**config.mk**
```make
export PLATFORM = sky130hd
export DESIGN_NAME = seg_latch_top
export DESIGN_NICKNAME = d
export VERILOG_FILES = /design/src/rtl/seg_pkg.sv /design/src/rtl/seg_code_reg.sv /design/src/rtl/seg_dim_gen.sv /design/src/rtl/seg_out_sel.sv /design/src/rtl/seg_latch_top.sv
export SDC_FILE = /design/constraint.sdc
export NUM_CORES = 1
export LEC_CHECK = 0
export BUFFER_PORTS_ARGS = -buffer_cell sky130_fd_sc_hd__buf_4
export CORE_MARGIN = 4
export CORE_UTILIZATION = 47
export CTS_CLUSTER_SIZE = 40
export DETAILED_ROUTE_END_ITERATION = 7
export PLACE_DENSITY = 0.76
export SLEW_MARGIN = 0
export SYNTH_ARGS = -nofsm -noshare
export SYNTH_HDL_FRONTEND = slang
export SYNTH_HIERARCHICAL = 1
export SYNTH_SLANG_ARGS = --single-unit
```
**constraint.sdc**
```tcl
create_clock -name clk_i -period 1.9 [get_ports clk_i]
set_input_delay 0.19 -clock clk_i [delete_from_list [all_inputs] [get_ports clk_i]]
set_output_delay 0.19 -clock clk_i [all_outputs]
set_load 0.005 [all_outputs]
```
**src/rtl/seg_pkg.sv**
```systemverilog
package seg_pkg;
  localparam int CODE_W = 4;
  localparam int SEG_W  = 7;

  typedef logic [CODE_W-1:0] bcd_t;
  typedef logic [SEG_W-1:0]  seg_t;

  localparam seg_t SEG_ALL_ON  = '1;
  localparam seg_t SEG_ALL_OFF = '0;

  // bit 6 = segment a ... bit 0 = segment g
  function automatic seg_t bcd_to_seg(input bcd_t digit);
    seg_t pat;
    case (digit)
      4'd0:    pat = 7'b1111110;
      4'd1:    pat = 7'b0110000;
      4'd2:    pat = 7'b1101101;
      4'd3:    pat = 7'b1111001;
      4'd4:    pat = 7'b0110011;
      4'd5:    pat = 7'b1011011;
      4'd6:    pat = 7'b0011111;
      4'd7:    pat = 7'b1110000;
      4'd8:    pat = 7'b1111111;
      4'd9:    pat = 7'b1110011;
      default: pat = SEG_ALL_OFF;
    endcase
    return pat;
  endfunction
endpackage

```
**src/rtl/seg_code_reg.sv**
```systemverilog
module seg_code_reg
  import seg_pkg::*;
(
  input  logic clk_i,
  input  logic rst_ni,
  input  logic ce_i,
  input  logic hold_i,
  input  bcd_t code_i,
  output bcd_t code_o
);
  bcd_t code_q, code_d;
  logic load;

  always_comb begin
    load   = ce_i && !hold_i;
    code_d = code_q;
    if (load) code_d = code_i;
  end

  always_ff @(posedge clk_i or negedge rst_ni) begin
    if (!rst_ni) code_q <= '0;
    else         code_q <= code_d;
  end

  assign code_o = code_q;
endmodule

```
**src/rtl/seg_dim_gen.sv**
```systemverilog
module seg_dim_gen #(
  parameter bit DIM_EN = 1'b1,
  parameter int DIM_W  = 3
) (
  input  logic             clk_i,
  input  logic             rst_ni,
  input  logic             ce_i,
  input  logic [DIM_W:0]   duty_i,
  output logic [DIM_W-1:0] cnt_o,
  output logic             blank_o
);
  generate
    if (DIM_EN) begin : g_dim
      logic [DIM_W-1:0] cnt_q, cnt_d;

      always_comb begin
        cnt_d = cnt_q;
        if (ce_i) cnt_d = cnt_q + 1'b1;
      end

      always_ff @(posedge clk_i or negedge rst_ni) begin
        if (!rst_ni) cnt_q <= '0;
        else         cnt_q <= cnt_d;
      end

      assign cnt_o   = cnt_q;
      assign blank_o = ({1'b0, cnt_q} >= duty_i);
    end else begin : g_nodim
      logic unused_in;
      assign unused_in = ^{clk_i, rst_ni, ce_i, duty_i};
      assign cnt_o     = '0;
      assign blank_o   = 1'b0;
    end
  endgenerate
endmodule

```
**src/rtl/seg_out_sel.sv**
```systemverilog
module seg_out_sel
  import seg_pkg::*;
(
  input  bcd_t code_i,
  input  logic test_ni,
  input  logic blank_ni,
  input  logic dim_blank_i,
  output seg_t seg_o
);
  always_comb begin
    if (!test_ni)                      seg_o = SEG_ALL_ON;
    else if (!blank_ni || dim_blank_i) seg_o = SEG_ALL_OFF;
    else                               seg_o = bcd_to_seg(code_i);
  end
endmodule

```
**src/rtl/seg_latch_top.sv**
```systemverilog
module seg_latch_top
  import seg_pkg::*;
#(
  parameter bit DIM_EN      = 1'b1,
  parameter int DIM_W       = 3,
  parameter int SYNC_STAGES = 2
) (
  input  logic             clk_i,
  input  logic             rst_ni,
  input  logic             ce_i,
  input  logic             hold_i,
  input  logic [3:0]       code_i,
  input  logic             blank_ni,
  input  logic             test_ni,
  input  logic [DIM_W:0]   duty_i,
  output logic [6:0]       seg_o
);
  localparam int SYNC_MSB = SYNC_STAGES - 1;

  logic [SYNC_MSB:0] sync_q;
  logic              rst_sync_n;
  bcd_t              code_q;
  logic [DIM_W-1:0]  dim_cnt;
  logic              dim_blank;

  always_ff @(posedge clk_i or negedge rst_ni) begin
    if (!rst_ni) sync_q <= '0;
    else         sync_q <= {sync_q[SYNC_MSB-1:0], 1'b1};
  end
  assign rst_sync_n = sync_q[SYNC_MSB];

  seg_code_reg i_code_reg (
    .clk_i  (clk_i),
    .rst_ni (rst_sync_n),
    .ce_i   (ce_i),
    .hold_i (hold_i),
    .code_i (code_i),
    .code_o (code_q)
  );

  seg_dim_gen #(.DIM_EN(DIM_EN), .DIM_W(DIM_W)) i_dim_gen (
    .clk_i   (clk_i),
    .rst_ni  (rst_sync_n),
    .ce_i    (ce_i),
    .duty_i  (duty_i),
    .cnt_o   (dim_cnt),
    .blank_o (dim_blank)
  );

  seg_out_sel i_out_sel (
    .code_i      (code_q),
    .test_ni     (test_ni),
    .blank_ni    (blank_ni),
    .dim_blank_i (dim_blank),
    .seg_o       (seg_o)
  );
endmodule

```
==> summary.md <==
| Metric | Value |
|---|---|
| CP Capture Type | output pin |
| Routed Antenna Nets | 0 |
| Synth Register Bits | 9 |
| Net Count, Synth | roughly 80 |
| # port buffers | 20 |
| Total power | a little over 800 uW |
| Vias in the first global route | 454 |
| Minimum clock period | 2.048 ns |
| Clock sinks | 9 |
| Maxcap violations | 0 |
| CTS clk-pin slew, worst paths | roughly 0.060 ns |
| Sequential share of power | between 30% and 40% |
| Fin util | 75.21% |
| IO Count | 21 |
| Setup Fix Bufs, Post-CTS | 0 |
| H-tree depth | 1 |
| Max Fanout on Critical Path | 5 |
| Syn avg cell area | approximately 10 um2 |
| Pwr per Cell Area | 923.9 nW/um2 |
| Final nets | roughly 110 |
| Final period util | 107.8% |
| Post-detail-place hpwl | approximately 930 um |
| Clock Skew | around 0.0034 ns |
| Die W | roughly 44 um |
| Grt total ovfl | 0 |
| Fraction of layout cells with a size suffix above 1 | approximately 49% |
| Library cells used by synthesis | 23 |
| Die Y-Extent | around 44 um |
| Critical path arrival | 1.86 ns |
| Via/cell ratio | roughly 4.7 |
| Critical setup path kind | reg -> out |
| DR pass1 iterations | 3 |
| Placement row count | 12 |
| Root Driver | clkbuf_4 |
| First-pass GRT wire length | 1952 um |
| Fillers | between 80 and 90 |
| Int Power | between 500 and 600 uW |
| Startpoint types | register |
| Initial Util | a little over half |
| DRT Wirelength | 1256 um |
| Switching Share | between 30% and 40% |
| Clock share of power | between 10% and 20% |
| Core area | approximately 1200 um2 |
| P&R area growth vs syn | 43.38% |
| Clock latency at the later pin of the worst-skew pair | roughly 0.25 ns |
| Gate power share | a little under half |
| Final worst slack | -0.1485 ns |
| Initial antenna violation count | 0 |
| Final setup fails | 7 |
| Gate Count Post-Synth | ~60 |
| Drt drc | 0 |
| GRT Total Usage | between 10 and 15% |
| RSZ-0062 raised after global routing | yes |
| Required time worst endpoint | between 1.5 and 2 ns |
| Synthesis warning total | 6 |
| Failing checks | negative setup slack |
| Final hold violations | 0 |
| Via count | 470 |
| Slew Viols, Final | 0 |
| Clock Path Buffers | 2 |
| CP max-delay cell | dfrtp_1 |
| DR iter-0 viols | 2 |
| Crit-path cells | inv_2, ha_4, nand2b_4, a211oi_2, nor3_1, and2b_2, nand2_2, o21ai_2, buf_4 |
| Lkg Pwr | between 0.0004 and 0.0005 uW |
| Crit-path max cell delay | about 0.38 ns |
| Area occupied by registers | 225.2 um2 |
| Status | finished, violations left |
| HP Class | reg -> async |
| F_max | around 490 MHz |
| Mapped cell area | approximately 600 um2 |
| GPL Wtd Cong | between 0.7 and 0.8 |
| Area of the multi-input gates | 406.6 um2 |
| Die area | ~2000 um2 |
| Pin count of the biggest net entering global routing | 10 |
| Sequential area share after synthesis | a little over a third |
| Wirelength per Cell | 12.56 um |
| Switching power | 264.6 uW |
| CTS tree | built |
| CTS buffer count | 3 |
| ANT cells | 0 |
| Max VDD drop | 0.0005998 V |
[final cells by class]
class / instances / share of cell area, %
Multi-Input combinational cell: 44 / 46.16
Sequential cell: 9 / 25.57
Timing Repair Buffer: 23 / 20.74
Clock buffer: 4 / 2.983
Inverter: 6 / 2.557
Tap cell: 14 / 1.989
[stage by stage]
stage	setup slack [ns]	area [um2]	setup TNS, ns	hold WS [ns]	instances
after CTS	-0.1662	852.1	-1.047	0.1134	100
final	-0.1485	880.8	-0.8737	0.1024	100
after global routing	-0.2501	880.8	-1.628	0.1370	100
after global placement	0.08972	797.0	0	-0.02579	95
after detailed placement	0.05891	797.0	0	-0.02550	95
after floorplan	0.1629	614.3	0	-0.1056	59
[power groups by stage]
stage	clock, uW	combinational (uW)	sequential [uW]
global route	155	434	299
global placement	0	306	290
finish	141	381	291
floorplan	0	198	284
CTS	148	354	290
detailed placement	0	313	293
[repair_timing]
action / CTS / global route
pin swaps: 9 / 3
endpoints found under the hold margin: 2 / 0
gates resized for setup: 4 / 7
hold buffers: 1 / 0
endpoints found under the setup margin: 7 / 7
[worst max-delay path, delay by kind of cell, from the launching register on]
kind | cells | cell delay, ns
AOI/OAI and AO/OA | 2 | 0.31
adders and majority gates | 1 | 0.19
DFF | 1 | 0.38
and+or+nand+nor | 4 | 0.53
buffers and inverters | 2 | 0.20
[sequential cells by signal (all words and copies together) (netlist names)]
| register | cells |
|---|---|
| i_code_reg/code_o | 4 |
| sync_q | 2 |
| i_dim_gen/cnt_o | 3 |
[cells by family (layout without fill, tap and decap cells)]
| kind of cell | Yosys count | after routing | share of synthesized area, % |
|---|---|---|---|
| xor+xnor | 2 | 2 | 2.852 |
| other cells | 1 | 1 | 0.6104 |
| compound gates | 11 | 11 | 11.40 |
| simple gates | 17 | 17 | 16.90 |
| buf+inv | 6 | 33 | 3.666 |
| fa+ha+maj | 8 | 8 | 16.29 |
| flops | 9 | 9 | 36.66 |
| mux | 5 | 5 | 11.61 |
[cells in the final DEF, fill, tap and decap left out]
| cell type | synthesis | layout |
|---|---|---|
| nand2_2 | 0 | 1 |
| and2_1 | 1 | 1 |
| inv_2 | 0 | 1 |
| and2b_2 | 0 | 1 |
| xor2_1 | 1 | 1 |
| nand2b_4 | 0 | 1 |
| dfrtp_1 | 9 | 9 |
| nor2b_4 | 1 | 1 |
| nor2_1 | 1 | 1 |
| nand2_1 | 4 | 3 |
| a21oi_1 | 1 | 1 |
| o21bai_1 | 1 | 1 |
| buf_6 | 0 | 2 |
| mux2_4 | 4 | 4 |
| dlygate4sd3_1 | 0 | 1 |
| inv_1 | 6 | 5 |
| a211oi_2 | 0 | 1 |
| o21ai_0 | 1 | 1 |
| o221ai_2 | 1 | 1 |
| ha_1 | 8 | 7 |
| and2b_1 | 2 | 1 |
| o21ai_1 | 6 | 3 |
| mux2_2 | 1 | 1 |
| and2b_4 | 1 | 1 |
| conb_1 | 1 | 1 |
| buf_4 | 0 | 20 |
| xnor2_1 | 1 | 1 |
| nor2b_1 | 3 | 3 |
| clkbuf_1 | 0 | 1 |
| nor3_1 | 3 | 3 |
| clkbuf_4 | 0 | 3 |
| ha_4 | 0 | 1 |
| o21ai_2 | 0 | 3 |
[synth_stat cells]
master / count / area share (%)
mux2_2: 1 / 1.8
o221ai_2: 1 / 2.4
and2_1: 1 / 1.0
a211oi_1: 1 / 1.2
nor3_1: 3 / 2.4
xor2_1: 1 / 1.4
and2b_4: 1 / 1.6
mux2_4: 4 / 9.8
and2b_1: 2 / 2.4
nor2_1: 1 / 0.61
conb_1: 1 / 0.61
inv_1: 6 / 3.7
a21oi_1: 1 / 0.81
nor2b_1: 3 / 3.1
nand2_1: 4 / 2.4
dfrtp_1: 9 / 37
xnor2_1: 1 / 1.4
nor2b_4: 1 / 2.2
ha_1: 8 / 16
o21ai_0: 1 / 0.81
nand2b_1: 1 / 1.0
o21bai_1: 1 / 1.2
o21ai_1: 6 / 4.9
[final timing paths]
path / end / slack [ns] / from / cells after the start
setup / recovery: seg_o[4] / -0.15 / i_dim_gen/cnt_o[0] / 9
hold / removal: i_dim_gen/cnt_o[0] / 0.10 / sync_q[1] / 0
setup reg to reg: i_dim_gen/cnt_o[1] / 0.72 / i_dim_gen/cnt_o[0] / 3
hold reg to reg: i_dim_gen/cnt_o[0] / 0.10 / sync_q[1] / 0
max in group asynchronous: sync_q[1] / 1.56 / rst_ni / 2
min in group clk_i: i_dim_gen/cnt_o[0] / 0.13 / ce_i / 2
[routing by layer]
metal | vias up | track usage (%) | share of wire (%)
li1 | 252 | - | -
met1 | 207 | 17.38 | 42
met2 | 11 | 21.80 | 52
met3 | 0 | 2.439 | 5.5
met4 | 0 | 5.422 | 0
met5 | - | 0 | 0
Note: power is estimated with default switching activity, not from simulation.
